$ cat src/rtl/nandcyc_pkg.sv
package nandcyc_pkg;

  localparam int CFG_W          = 16;
  localparam int CFG_SETUP_LSB  = 12;
  localparam int CFG_ACTIVE_LSB = 8;
  localparam int CFG_HOLD_LSB   = 4;
  localparam int CFG_WIDE_BIT   = 0;

  typedef enum logic [1:0] {
    PH_IDLE   = 2'd0,
    PH_SETUP  = 2'd1,
    PH_ACTIVE = 2'd2,
    PH_HOLD   = 2'd3
  } phase_e;

  typedef enum logic [1:0] {
    ACC_CMD   = 2'd0,
    ACC_ADDR  = 2'd1,
    ACC_WRITE = 2'd2,
    ACC_READ  = 2'd3
  } access_e;

  typedef struct packed {
    logic   load;
    logic   capture;
    phase_e phase;
  } ctrl_strobe_t;

endpackage

$ cat src/rtl/nandcyc_ctrl.sv
module nandcyc_ctrl
  import nandcyc_pkg::*;
#(
  parameter int FIELD_W = 3
) (
  input  logic               clk,
  input  logic               rst_n,
  input  logic               enable,
  input  logic               reqValid,
  input  logic [FIELD_W-1:0] setupLen,
  input  logic [FIELD_W-1:0] activeLen,
  input  logic [FIELD_W-1:0] holdLen,
  output ctrl_strobe_t       strobe,
  output logic               reqAck
);

  phase_e             phaseQ;
  logic [FIELD_W-1:0] cntQ;
  logic [FIELD_W-1:0] actLenQ;
  logic [FIELD_W-1:0] holdLenQ;
  logic               accept;
  logic               cntDone;

  assign accept  = (phaseQ == PH_IDLE) && reqValid && enable;
  assign cntDone = (cntQ == '0);

  always_ff @(posedge clk or negedge rst_n) begin
    if (!rst_n) begin
      phaseQ   <= PH_IDLE;
      cntQ     <= '0;
      actLenQ  <= '0;
      holdLenQ <= '0;
    end else begin
      unique case (phaseQ)
        PH_IDLE: begin
          if (accept) begin
            actLenQ  <= activeLen;
            holdLenQ <= holdLen;
            if (setupLen != '0) begin
              phaseQ <= PH_SETUP;
              cntQ   <= setupLen - FIELD_W'(1);
            end else begin
              phaseQ <= PH_ACTIVE;
              cntQ   <= activeLen;
            end
          end
        end
        PH_SETUP: begin
          if (cntDone) begin
            phaseQ <= PH_ACTIVE;
            cntQ   <= actLenQ;
          end else begin
            cntQ <= cntQ - FIELD_W'(1);
          end
        end
        PH_ACTIVE: begin
          if (cntDone) begin
            phaseQ <= PH_HOLD;
            cntQ   <= holdLenQ;
          end else begin
            cntQ <= cntQ - FIELD_W'(1);
          end
        end
        PH_HOLD: begin
          if (cntDone) begin
            phaseQ <= PH_IDLE;
          end else begin
            cntQ <= cntQ - FIELD_W'(1);
          end
        end
        default: phaseQ <= PH_IDLE;
      endcase
    end
  end

  assign strobe.load    = accept;
  assign strobe.capture = (phaseQ == PH_ACTIVE) && cntDone;
  assign strobe.phase   = phaseQ;
  assign reqAck         = (phaseQ == PH_HOLD) && cntDone;

  // acknowledge is a single pulse and the block is idle afterwards
  p_ack_single_r9: assert property (@(posedge clk) disable iff (!rst_n)
    reqAck |=> !reqAck);
  p_ack_then_idle_r9: assert property (@(posedge clk) disable iff (!rst_n)
    reqAck |=> (strobe.phase == PH_IDLE));
  // a disabled block never leaves idle
  p_disabled_idle_r10: assert property (@(posedge clk) disable iff (!rst_n)
    (strobe.phase == PH_IDLE && !enable) |=> (strobe.phase == PH_IDLE));
  // setup only leads to more setup or the strobe phase
  p_setup_next_r2: assert property (@(posedge clk) disable iff (!rst_n)
    (strobe.phase == PH_SETUP) |=> (strobe.phase inside {PH_SETUP, PH_ACTIVE}));
  // capture happens on the last strobe cycle, hold follows
  p_capture_hold_r6: assert property (@(posedge clk) disable iff (!rst_n)
    strobe.capture |=> (strobe.phase == PH_HOLD));

endmodule

$ cat src/rtl/nandcyc_dpath.sv
module nandcyc_dpath
  import nandcyc_pkg::*;
#(
  parameter int DATA_W = 16
) (
  input  logic              clk,
  input  logic              rst_n,
  input  ctrl_strobe_t      strobe,
  input  logic [1:0]        reqType,
  input  logic [DATA_W-1:0] reqData,
  input  logic              wide,
  input  logic [DATA_W-1:0] busIn,
  output logic              nandCle,
  output logic              nandAle,
  output logic              nandWeN,
  output logic              nandReN,
  output logic              busOe,
  output logic [DATA_W-1:0] busOut,
  output logic [DATA_W-1:0] rdData
);

  localparam int HALF_W = DATA_W / 2;

  access_e           typeQ;
  logic [DATA_W-1:0] dataQ;
  logic              wideQ;
  logic              busy;
  logic              strobeLow;
  logic [DATA_W-1:0] outMasked;
  logic [DATA_W-1:0] inMasked;

  always_ff @(posedge clk or negedge rst_n) begin
    if (!rst_n) begin
      typeQ <= ACC_CMD;
      dataQ <= '0;
      wideQ <= 1'b0;
    end else if (strobe.load) begin
      typeQ <= access_e'(reqType);
      dataQ <= reqData;
      wideQ <= wide;
    end
  end

  generate
    if (HALF_W > 0) begin : g_width
      assign outMasked = wideQ ? dataQ : {{(DATA_W-HALF_W){1'b0}}, dataQ[HALF_W-1:0]};
      assign inMasked  = wideQ ? busIn : {{(DATA_W-HALF_W){1'b0}}, busIn[HALF_W-1:0]};
    end else begin : g_narrow
      assign outMasked = dataQ;
      assign inMasked  = busIn;
    end
  endgenerate

  always_ff @(posedge clk or negedge rst_n) begin
    if (!rst_n) begin
      rdData <= '0;
    end else if (strobe.capture && typeQ == ACC_READ) begin
      rdData <= inMasked;
    end
  end

  assign busy      = (strobe.phase != PH_IDLE);
  assign strobeLow = (strobe.phase == PH_ACTIVE);
  assign nandCle   = busy && (typeQ == ACC_CMD);
  assign nandAle   = busy && (typeQ == ACC_ADDR);
  assign nandWeN   = !(strobeLow && typeQ != ACC_READ);
  assign nandReN   = !(strobeLow && typeQ == ACC_READ);
  assign busOe     = busy && (typeQ != ACC_READ);
  assign busOut    = busOe ? outMasked : '0;

  // latch enables are exclusive and steady through an access
  p_latch_excl_r5: assert property (@(posedge clk) disable iff (!rst_n)
    !(nandCle && nandAle));
  p_cle_steady_r5: assert property (@(posedge clk) disable iff (!rst_n)
    (busy && $past(busy)) |-> ($stable(nandCle) && $stable(nandAle)));
  // never both strobes low
  p_strobe_excl_r3: assert property (@(posedge clk) disable iff (!rst_n)
    !(!nandWeN && !nandReN));
  // bus is not driven while reading
  p_no_oe_read_r7: assert property (@(posedge clk) disable iff (!rst_n)
    !(busOe && !nandReN));

endmodule

$ cat src/rtl/nand_cycle_gen.sv
module nand_cycle_gen
  import nandcyc_pkg::*;
#(
  parameter int DATA_W  = 16,
  parameter int FIELD_W = 3
) (
  input  logic              clk,
  input  logic              rst_n,
  input  logic              enable,
  input  logic              ceReg,
  input  logic [CFG_W-1:0]  cfgWord,
  input  logic              reqValid,
  input  logic [1:0]        reqType,
  input  logic [DATA_W-1:0] reqData,
  output logic              reqAck,
  output logic [DATA_W-1:0] rdData,
  output logic              nandCeN,
  output logic              nandCle,
  output logic              nandAle,
  output logic              nandWeN,
  output logic              nandReN,
  output logic              busOe,
  output logic [DATA_W-1:0] busOut,
  input  logic [DATA_W-1:0] busIn
);

  ctrl_strobe_t       strobe;
  logic [FIELD_W-1:0] setupLen;
  logic [FIELD_W-1:0] activeLen;
  logic [FIELD_W-1:0] holdLen;

  assign setupLen  = cfgWord[CFG_SETUP_LSB  +: FIELD_W];
  assign activeLen = cfgWord[CFG_ACTIVE_LSB +: FIELD_W];
  assign holdLen   = cfgWord[CFG_HOLD_LSB   +: FIELD_W];
  assign nandCeN   = ceReg;

  nandcyc_ctrl #(.FIELD_W(FIELD_W)) u_ctrl (
    .clk       (clk),
    .rst_n     (rst_n),
    .enable    (enable),
    .reqValid  (reqValid),
    .setupLen  (setupLen),
    .activeLen (activeLen),
    .holdLen   (holdLen),
    .strobe    (strobe),
    .reqAck    (reqAck)
  );

  nandcyc_dpath #(.DATA_W(DATA_W)) u_dpath (
    .clk     (clk),
    .rst_n   (rst_n),
    .strobe  (strobe),
    .reqType (reqType),
    .reqData (reqData),
    .wide    (cfgWord[CFG_WIDE_BIT]),
    .busIn   (busIn),
    .nandCle (nandCle),
    .nandAle (nandAle),
    .nandWeN (nandWeN),
    .nandReN (nandReN),
    .busOe   (busOe),
    .busOut  (busOut),
    .rdData  (rdData)
  );

endmodule

$ cat config.mk
export PLATFORM = sky130hd
export DESIGN_NAME = nand_cycle_gen
export DESIGN_NICKNAME = d
export VERILOG_FILES = /design/src/rtl/nandcyc_pkg.sv /design/src/rtl/nandcyc_ctrl.sv /design/src/rtl/nandcyc_dpath.sv /design/src/rtl/nand_cycle_gen.sv
export SDC_FILE = /design/constraint.sdc
export NUM_CORES = 1
export LEC_CHECK = 0
export ABC_AREA = 1
export ABC_CLOCK_PERIOD_IN_PS = 1900
export BUFFER_PORTS_ARGS = -buffer_cell sky130_fd_sc_hd__buf_2
export CAP_MARGIN = 20
export CORE_ASPECT_RATIO = 0.7
export CORE_UTILIZATION = 36
export DETAILED_ROUTE_END_ITERATION = 8
export PLACE_DENSITY_LB_ADDON = 0.3
export RECOVER_POWER = 25
export SLEW_MARGIN = 10
export SYNTH_ARGS = -nofsm -noshare
export SYNTH_HDL_FRONTEND = slang
export SYNTH_SLANG_ARGS = --single-unit
$ cat constraint.sdc
create_clock -name clk -period 1.9 [get_ports clk]
set_clock_uncertainty 0.1 [all_clocks]
set_input_delay 0 -clock clk [delete_from_list [all_inputs] [get_ports clk]]
set_output_delay 0 -clock clk [all_outputs]
set_load 0.02 [all_outputs]
==> results of run 1 <==
[power by group through the flow]
| stage | clock network (mW) | registers (mW) | logic [mW] |
|---|---|---|---|
| final | 0.632 | 1.64 | 2.58 |
| after floorplan | 0 | 1.69 | 1.72 |
| after global routing | 0.707 | 1.69 | 2.88 |
| after CTS | 0.664 | 1.64 | 2.57 |
| after global placement | 0 | 1.65 | 2.44 |
| after detailed placement | 0 | 1.66 | 2.47 |
[registers in the layout, summed over array words and instances (netlist names)]
| register | count |
|---|---|
| u_ctrl.actLenQ | 3 |
| u_ctrl.cntQ | 3 |
| u_ctrl.holdLenQ | 3 |
| u_ctrl.phaseQ | 2 |
| u_dpath.dataQ | 16 |
| u_dpath.rdData | 16 |
| u_dpath.typeQ | 2 |
| u_dpath.wideQ | 1 |
[stage by stage]
stage	instances	area [um^2]	utilization, %
final	483	3460	54.9
after global routing	483	3460	54.9
after CTS	481	3440	54.6
after global placement	430	2920	46.2
after floorplan	272	2390	-
after detailed placement	430	2920	46.2
[routing by layer]
metal  up-vias  GRT usage [%]  part of all wire [%]
met5         -              0                     0
met4         0           5.39                   1.0
met3         5           3.60                   5.4
met2        70           27.5                    43
met1      1010           24.0                    50
li1       1124              -                     -
[cell families after synthesis]
| group | Yosys count |
|---|---|
| AO/OA/AOI/OAI | 38 |
| flip-flops | 46 |
| AND/OR/NAND/NOR | 125 |
| multiplexers | 15 |
| buffers and inverters | 39 |
| adder cells (fa/ha/maj) | 9 |
[timing repair]
| item | in CTS | in global routing |
|---|---|---|
| endpoints found under the setup margin | 16 | 17 |
| buffers inserted | 0 | 2 |
| gates resized for setup | 2 | 3 |
| hold buffers | 43 | 0 |
| hold endpoints to repair | 88 | 0 |
| pin swaps | 0 | 1 |
[layout make-up]
cell class | count | area [um^2] | share of cell area, %
Multi-Input combinational cell | 187 | 1080 | 31.1
Sequential cell | 46 | 1150 | 33.2
Clock buffer | 7 | 86.3 | 2.49
Tap cell | 78 | 97.6 | 2.82
Inverter | 29 | 111 | 3.22
Timing Repair Buffer | 135 | 931 | 26.9
Clock inverter | 1 | 8.76 | 0.253
[cell usage in the layout (no fill, tap or decap), drive strengths merged]
master,n
or2,1
nor2,35
nor3b,1
o211ai,1
mux2,15
a21oi,17
buf,91
o21ai,19
ha,9
clkbuf,8
nand2,71
a21boi,1
dlygate4sd3,43
nand3,16
nor3,1
dfrtp,46
inv,30
[worst max-delay path: stages (launching register included)]
cell and delay [ns]:
dfrtp_1 0.38, inv_1 0.11, ha_2 0.27, nor2_2 0.19, inv_4 0.11, nor2_1 0.11
buf_2 0.17
[worst paths after layout]
check                                              start                       endpoint  slack, ns
min reg2reg                u_dpath.rdData[2]$_DFFE_PN0P_  u_dpath.rdData[2]$_DFFE_PN0P_       0.40
max in group asynchronous                          rst_n     u_ctrl.cntQ[0]$_DFFE_PN0P_       0.57
min                                          cfgWord[14]     u_ctrl.cntQ[2]$_DFFE_PN0P_       0.01
max                         u_ctrl.phaseQ[0]$_DFFE_PN0P_                      busOut[4]       0.17
max reg2reg                 u_ctrl.phaseQ[0]$_DFFE_PN0P_  u_dpath.dataQ[13]$_DFFE_PN0P_       0.19
min in group asynchronous                          rst_n  u_dpath.dataQ[11]$_DFFE_PN0P_       0.44
==> impl_metrics.ini, run 1 <==
[drt]
postRouteAntennaNets = 0
drtPass1Iterations = 4
wl_um = 5800
drt_drc_violations_left = 0
via_per_inst = 4.57
drt_iter0_drc = 69
wire_per_inst_um = 12.0
via_count = 2209

[clock_network]
cts_root_buffer = clkbuf_8
cts_buffers = 5
cts_tree = yes
cts_max_level = 2
insertion_delay_ns = 0.30
clock-sinks = 46
clock_path_buffers = 2
path_clk_slew_ns = 0.08

[placed_design]
dp_slack_ns = 0.139
globalplace.congestion = 0.774
dp_hpwl_um = 3760
portBuffers = 85

[die]
die_w_um = 99.4
die_area_mm2 = 0.00698
die_h_um = 70.2
io_pins = 94
initial_utilization_pct = 37.9
core-area_mm2 = 0.00631
num_rows = 24

[timing]
tns_ns = 0
period_share_pct = 91.1
relSlewSlack_pct = 23.9
min_period_ns = 1.73
holdWs_ns = 0.0115
drv_slew = 0
rsz0062_at_grt = no
setup_ws_ns = 0.168
tightest_slew_ns = 1.14
finalSetupViolCount = 0
hold_viol_final = 0
timing.fmax_ghz = 0.578

[cells_and_area]
num-fill-cells = 588
nets = 468
drive_gt1_share_pct = 32.8
n_antenna_cell = 0
area_delta_synth_final_pct = 44.8

[synth]
synth.area.mux_share_pct = 8.48
syn_inst = 272
syn_nets = 336
synth_most_common_cell = nand2_1
ys_warn_count = 0
synth-compound-area-share_pct = 9.73
synth-simple-area-share_pct = 21.8
synthTopCellsByArea = dfrtp_1, nand2_1, mux2_4, nor2_1, ha_1
syn_area_per_cell_um2 = 8.79
synth_commonest_cells = nand2_1, dfrtp_1, nor2_1
synth_top_family_by_area = simple AND/OR/NAND/NOR gates
synthAdderAreaFrac_pct = 4.71
synth.top_cell.area_share_pct = 48.1
synth_area_leader_cell = dfrtp_1
synth-async-reset-ratio_pct = 100
synth_edf_count = 0
synthXorXnorAreaFrac_pct = 0
synth-seq-cells = 46
yosys_most_used_dff = dfrtp_1
yosysSeqAreaShare_pct = 48.1
synth_area_mm2 = 0.00239
ys_types = 24

[global_routing]
grt_pass1_vias = 2051
overflow = 0
grt_pass1_wl_um = 9530
grt_max_degree = 47
track_usage_pct = 17.4
antenna_found_initial = 0

[power]
combPwrFrac_pct = 53.2
power_switching_mw = 2.14
p_leak_nw = 1.73
seq_power_share_pct = 33.8
intPower_mw = 2.71
total_power_mw = 4.85
ir_worst_vdd_mv = 0.573
p_per_area_mw_per_mm2 = 1400
p_sw_share_pct = 44.1
clock_power_share_pct = 13.0

[worst_setup_path]
crit_fanout = 16
crit_type = reg2out
crit_required_ns = 1.80
arrival_ns = 1.63
reg2reg_depth = 5
cp-end-kind = output pin
start_kind = register

[worst_hold_path]
min_delay_path_depth = 6
worst_hold_path_type = in2reg

[run_status]
outcome = completed

[run]
drv_cap = 0
Power figures use the tool's default switching activity.
==> run 2, diff against run 1 <==
--- a/config.mk
+++ b/config.mk
@@ -6,11 +6,12 @@
 export NUM_CORES = 1
 export LEC_CHECK = 0
 export ABC_AREA = 1
-export ABC_CLOCK_PERIOD_IN_PS = 1900
+export ABC_CLOCK_PERIOD_IN_PS = 2100
 export BUFFER_PORTS_ARGS = -buffer_cell sky130_fd_sc_hd__buf_2
 export CAP_MARGIN = 20
 export CORE_ASPECT_RATIO = 0.7
 export CORE_UTILIZATION = 36
+export CTS_CLUSTER_SIZE = 24
 export DETAILED_ROUTE_END_ITERATION = 8
 export PLACE_DENSITY_LB_ADDON = 0.3
 export RECOVER_POWER = 25
==> constraint.sdc (replaced) <==
create_clock -name clk -period 2.1 [get_ports clk]
set_clock_uncertainty 0.1 [all_clocks]
set_input_delay 0 -clock clk [delete_from_list [all_inputs] [get_ports clk]]
set_output_delay 0 -clock clk [all_outputs]
set_load 0.02 [all_outputs]
==> impl_metrics.ini, run 2 (synthesized netlist as in run 1, its figures left out) <==
[power]
ir_worst_vdd_mv = 0.642
p_per_area_mw_per_mm2 = 1280
p_leak_nw = 1.69

[worst_setup_path]
cp-end-kind = output pin
reg2reg_depth = 8
crit_fanout = 16
crit_family = buffers and inverters
crit_required_ns = 2.00
cp_common_cell = nor2_1
start_kind = register
regToRegStartpoint = u_ctrl.phaseQ[1]$_DFFE_PN0P_
cp_slowest_cell = dfrtp_1
cp_slowest_stage_delay_ns = 0.41
worstPathCellList = inv_1, ha_1, nor2_1, inv_2, nor2_1, buf_2
r2r_slack_ns = 0.33
crit_type = reg2out
critical_path_buf_inv_count = 3
arrival_ns = 1.80
r2r-end = u_ctrl.cntQ[1]$_DFFE_PN0P_

[timing]
finalSetupViolCount = 0
drv_slew = 0
hold_viol_final = 0
tns_ns = 0
period_share_pct = 90.3
min_period_ns = 1.90
timing.fmax_ghz = 0.528
holdWs_ns = 0.0173
rsz0062_at_grt = no
tightest_slew_ns = 0.838
relSlewSlack_pct = 44.1
setup_ws_ns = 0.205

[global_routing]
busiest_layer = met2
grt_use_met2_pct = 28.4
grt_util_met3_pct = 4.80
overflow = 0
grt_pass1_wl_um = 9690
grt_max_degree = 37
gr-usage-met1_pct = 23.4
track_usage_pct = 17.6
grt_pass1_vias = 2134
antenna_found_initial = 0

[drt]
postRouteAntennaNets = 0
drtPass1Iterations = 4
drt_drc_violations_left = 0
via_count = 2166
wire_per_inst_um = 12.0
wl_um = 5750
drt_iter0_drc = 94
via_per_inst = 4.51

[cells_and_area]
layout_common_cells = nand2_1, buf_2, dfrtp_1
design_area_mm2 = 0.00341
nets = 465
n_antenna_cell = 0
fin_cells = 480
largestRegisters = u_dpath.dataQ (16), u_dpath.rdData (16)
final_common_cell = nand2_1
drive_gt1_share_pct = 27.9
area_delta_synth_final_pct = 42.6

[worst_hold_path]
hold_end = u_ctrl.cntQ[2]$_DFFE_PN0P_
min_delay_path_depth = 6
worst_hold_path_type = in2reg
min_from = cfgWord[14]

[die]
die_w_um = 99.4
initial_utilization_pct = 37.9
die_area_mm2 = 0.00698
die_h_um = 70.2
io_pins = 94
core-area_mm2 = 0.00631
num_rows = 24

[clock_network]
path_clk_slew_ns = 0.08
clock_path_buffers = 2
cts_tree = yes
clock-sinks = 46
cts_max_level = 2
insertion_delay_ns = 0.30
cts_buffers = 5
cts_root_buffer = clkbuf_8

[run]
drv_cap = 0

[placed_design]
dp_hpwl_um = 3780
portBuffers = 85
globalplace.congestion = 0.805
dp_slack_ns = 0.332
placedInstanceArea_mm2 = 0.00290
placed_cells = 429

[run_status]
outcome = completed
-- run 2: cell types whose count changed in the layout (fill, tap and decap cells not counted) --
cell,before,now
buf_12,2,1
buf_2,85,68
buf_4,4,3
clkbuf_1,1,16
clkbuf_8,6,7
clkinv_4,0,1
ha_1,7,9
ha_2,2,0
inv_2,1,2
inv_4,1,0
inv_6,1,0
nor2_1,33,34
nor2_2,1,0
-- run 2: worst max-delay path by stage --
stage	slack (ns)	cells past startpoint	endpoint	startpoint
floorplan	0.28	6	busOut[10]	u_ctrl.phaseQ[0]$_DFFE_PN0P_
global placement	0.36	8	u_ctrl.cntQ[1]$_DFFE_PN0P_	u_ctrl.phaseQ[0]$_DFFE_PN0P_
detailed placement	0.33	6	u_ctrl.phaseQ[1]$_DFFE_PN0P_	u_ctrl.phaseQ[1]$_DFFE_PN0P_
CTS	0.18	6	busOut[9]	u_ctrl.phaseQ[0]$_DFFE_PN0P_
global route	0.03	6	busOut[7]	u_ctrl.phaseQ[0]$_DFFE_PN0P_
finish	0.20	6	busOut[2]	u_ctrl.phaseQ[1]$_DFFE_PN0P_
-- run 2: power breakdown --
group          internal, mW  switching (mW)
logic                 0.861            1.40
clock network         0.302           0.301
registers              1.26           0.232
total                  2.42            1.93
-- run 2: worst reg2reg max path, stage by stage, from the launching register on --
cell and delay, ns:
dfrtp_1 0.41, inv_1 0.14, ha_1 0.34, nand3_4 0.11, buf_12 0.21, nand2_1 0.08
nand2_1 0.08, a21oi_1 0.13, a21oi_1 0.08
-- run 2: area by class of cell --
class / count / area (um^2)
Fill cell: 590 / 2900
Sequential cell: 46 / 1150
Multi-Input combinational cell: 187 / 1070
Timing Repair Buffer: 132 / 878
Inverter: 29 / 109
Tap cell: 78 / 97.6
Clock buffer: 7 / 96.3
Clock inverter: 1 / 8.76
-- run 2: per-stage QoR --
stage          utilization (%)  power, mW
6_report                  54.1       4.35
5_1_grt                   54.1       4.74
4_1_cts                   54.4       4.40
3_5_place_dp              45.9       3.72
3_3_place_gp              45.9       3.68
2_1_floorplan                -       3.09
-- run 2: metal layers --
| layer | wire (um) | vias to the layer above |
|---|---|---|
| li1 | - | 1119 |
| met1 | 2980 | 974 |
| met2 | 2380 | 65 |
| met3 | 310 | 8 |
| met4 | 72 | 0 |
| met5 | 0 | - |
-- run 2: timing repair --
item,4_1_cts,5_1_grt
gates resized for setup,1,0
hold buffers,43,0
setup buffers,0,0
endpoints found under the hold margin,74,0
setup endpoints to repair,1,0
==> run 3, diff against run 2 <==
--- a/config.mk
+++ b/config.mk
@@ -10,7 +10,7 @@
 export BUFFER_PORTS_ARGS = -buffer_cell sky130_fd_sc_hd__buf_2
 export CAP_MARGIN = 20
 export CORE_ASPECT_RATIO = 0.7
-export CORE_UTILIZATION = 36
+export CORE_UTILIZATION = 30
 export CTS_CLUSTER_SIZE = 24
 export DETAILED_ROUTE_END_ITERATION = 8
 export PLACE_DENSITY_LB_ADDON = 0.3
==> impl_metrics.ini, run 3 (synthesized netlist as in run 1, its figures left out) <==
[run_status]
outcome = completed

[drt]
drt_drc_violations_left = 0
wire_per_inst_um = 11.7
via_count = 2170
wl_um = 5910
postRouteAntennaNets = 0
drtPass1Iterations = 4
drt_iter0_drc = 101
via_per_inst = 4.31

[worst_setup_path]
crit_path_start = u_ctrl.phaseQ[0]$_DFFE_PN0P_
arrival_ns = 1.84
regToRegStartpoint = u_ctrl.phaseQ[0]$_DFFE_PN0P_
worstSetupEndpoint = busOut[9]
crit_type = reg2out
start_kind = register
crit_required_ns = 2.00
cp-end-kind = output pin
reg2reg_depth = 5
crit_fanout = 16
r2r-end = u_ctrl.holdLenQ[1]$_DFFE_PN0P_
r2r_slack_ns = 0.25

[timing]
timing.fmax_ghz = 0.515
relSlewSlack_pct = 47.8
finalSetupViolCount = 0
tns_ns = 0
period_share_pct = 92.5
holdWs_ns = 0.0325
drv_slew = 0
rsz0062_at_grt = no
hold_viol_final = 0
min_period_ns = 1.94
tightest_slew_ns = 0.782

[die]
die_h_um = 76.7
die_area_mm2 = 0.00834
die_w_um = 109
core-area_mm2 = 0.00751
initial_utilization_pct = 31.8
num_rows = 26
io_pins = 94

[clock_network]
path_clk_slew_ns = 0.06
clock_path_buffers = 2
insertion_delay_ns = 0.28
cts_root_buffer = clkbuf_16
cts_buffers = 5
cts_tree = yes
cts_max_level = 2
clock-sinks = 46

[power]
p_leak_nw = 1.75
p_per_area_mw_per_mm2 = 1310
ir_worst_vdd_mv = 0.575
total_power_mw = 4.64

[placed_design]
portBuffers = 85
dp_hpwl_um = 4090
globalplace.congestion = 0.777

[run]
drv_cap = 0

[cells_and_area]
final_common_cell = buf_2
fin_util_pct = 47.1
area_delta_synth_final_pct = 48.0
nets = 469
drive_gt1_share_pct = 32.0
n_antenna_cell = 0
largestRegisters = u_dpath.dataQ (16), u_dpath.rdData (16)
layout_common_cells = buf_2, nand2_1, dfrtp_1

[global_routing]
antenna_found_initial = 0
grt_max_degree = 28
track_usage_pct = 15.2
grt_pass1_vias = 2114
overflow = 0
grt_pass1_wl_um = 9860

[worst_hold_path]
min_from = cfgWord[14]
worst_hold_path_type = in2reg
==> run 3: area by class of cell <==
class                           count  area, um^2
Clock buffer                        5         125
Clock inverter                      3        18.8
Fill cell                         722        3980
Inverter                           29         113
Multi-Input combinational cell    187        1070
Sequential cell                    46        1150
Tap cell                           98         123
Timing Repair Buffer              136         936
==> run 3: layer usage <==
layer | GRT usage [%] | up-vias | wire [um]
li1 | - | 1129 | -
met1 | 21.6 | 976 | 3180
met2 | 22.7 | 59 | 2410
met3 | 3.49 | 6 | 253
met4 | 4.86 | 0 | 69
met5 | 0 | - | 0
==> run 3: stage by stage <==
step	setup slack [ns]	area, um^2	std cells
after floorplan	0.277	2390	272
after detailed placement	0.268	2940	451
after CTS	0.0184	3520	503
after global placement	0.317	2940	451
after global routing	0.00772	3540	504
final	0.157	3540	504
==> run 3: where the power goes <==
group | switching (mW) | leakage, nW | internal (mW)
Sequential | 0.224 | 0.502 | 1.26
Combinational | 1.42 | 1.17 | 0.955
Clock | 0.339 | 0.0740 | 0.441
==> run 3: critical path: stages, from the launching register on <==
cell	delay, ns
dfrtp_1	0.37
inv_1	0.09
ha_1	0.31
nor2_2	0.23
clkinvlp_4	0.13
buf_12	0.16
nor2_1	0.09
buf_2	0.17
==> run 3: worst min-delay path by stage <==
stage | end | slack [ns] | cells past startpoint
detailed placement | u_dpath.dataQ[11]$_DFFE_PN0P_ | -0.26 | 1
CTS | u_ctrl.cntQ[2]$_DFFE_PN0P_ | 0.02 | 6
global route | u_ctrl.cntQ[2]$_DFFE_PN0P_ | 0.05 | 6
floorplan | u_ctrl.actLenQ[0]$_DFFE_PN0P_ | -0.40 | 0
global placement | u_dpath.dataQ[11]$_DFFE_PN0P_ | -0.26 | 1
finish | u_ctrl.cntQ[2]$_DFFE_PN0P_ | 0.03 | 6
==> run 3: timing repair <==
action | 4_1_cts | 5_1_grt
resized for setup | 0 | 2
hold buffers | 44 | 0
buffers inserted | 0 | 1
hold endpoints to repair | 88 | 0
setup endpoints to repair | 0 | 16
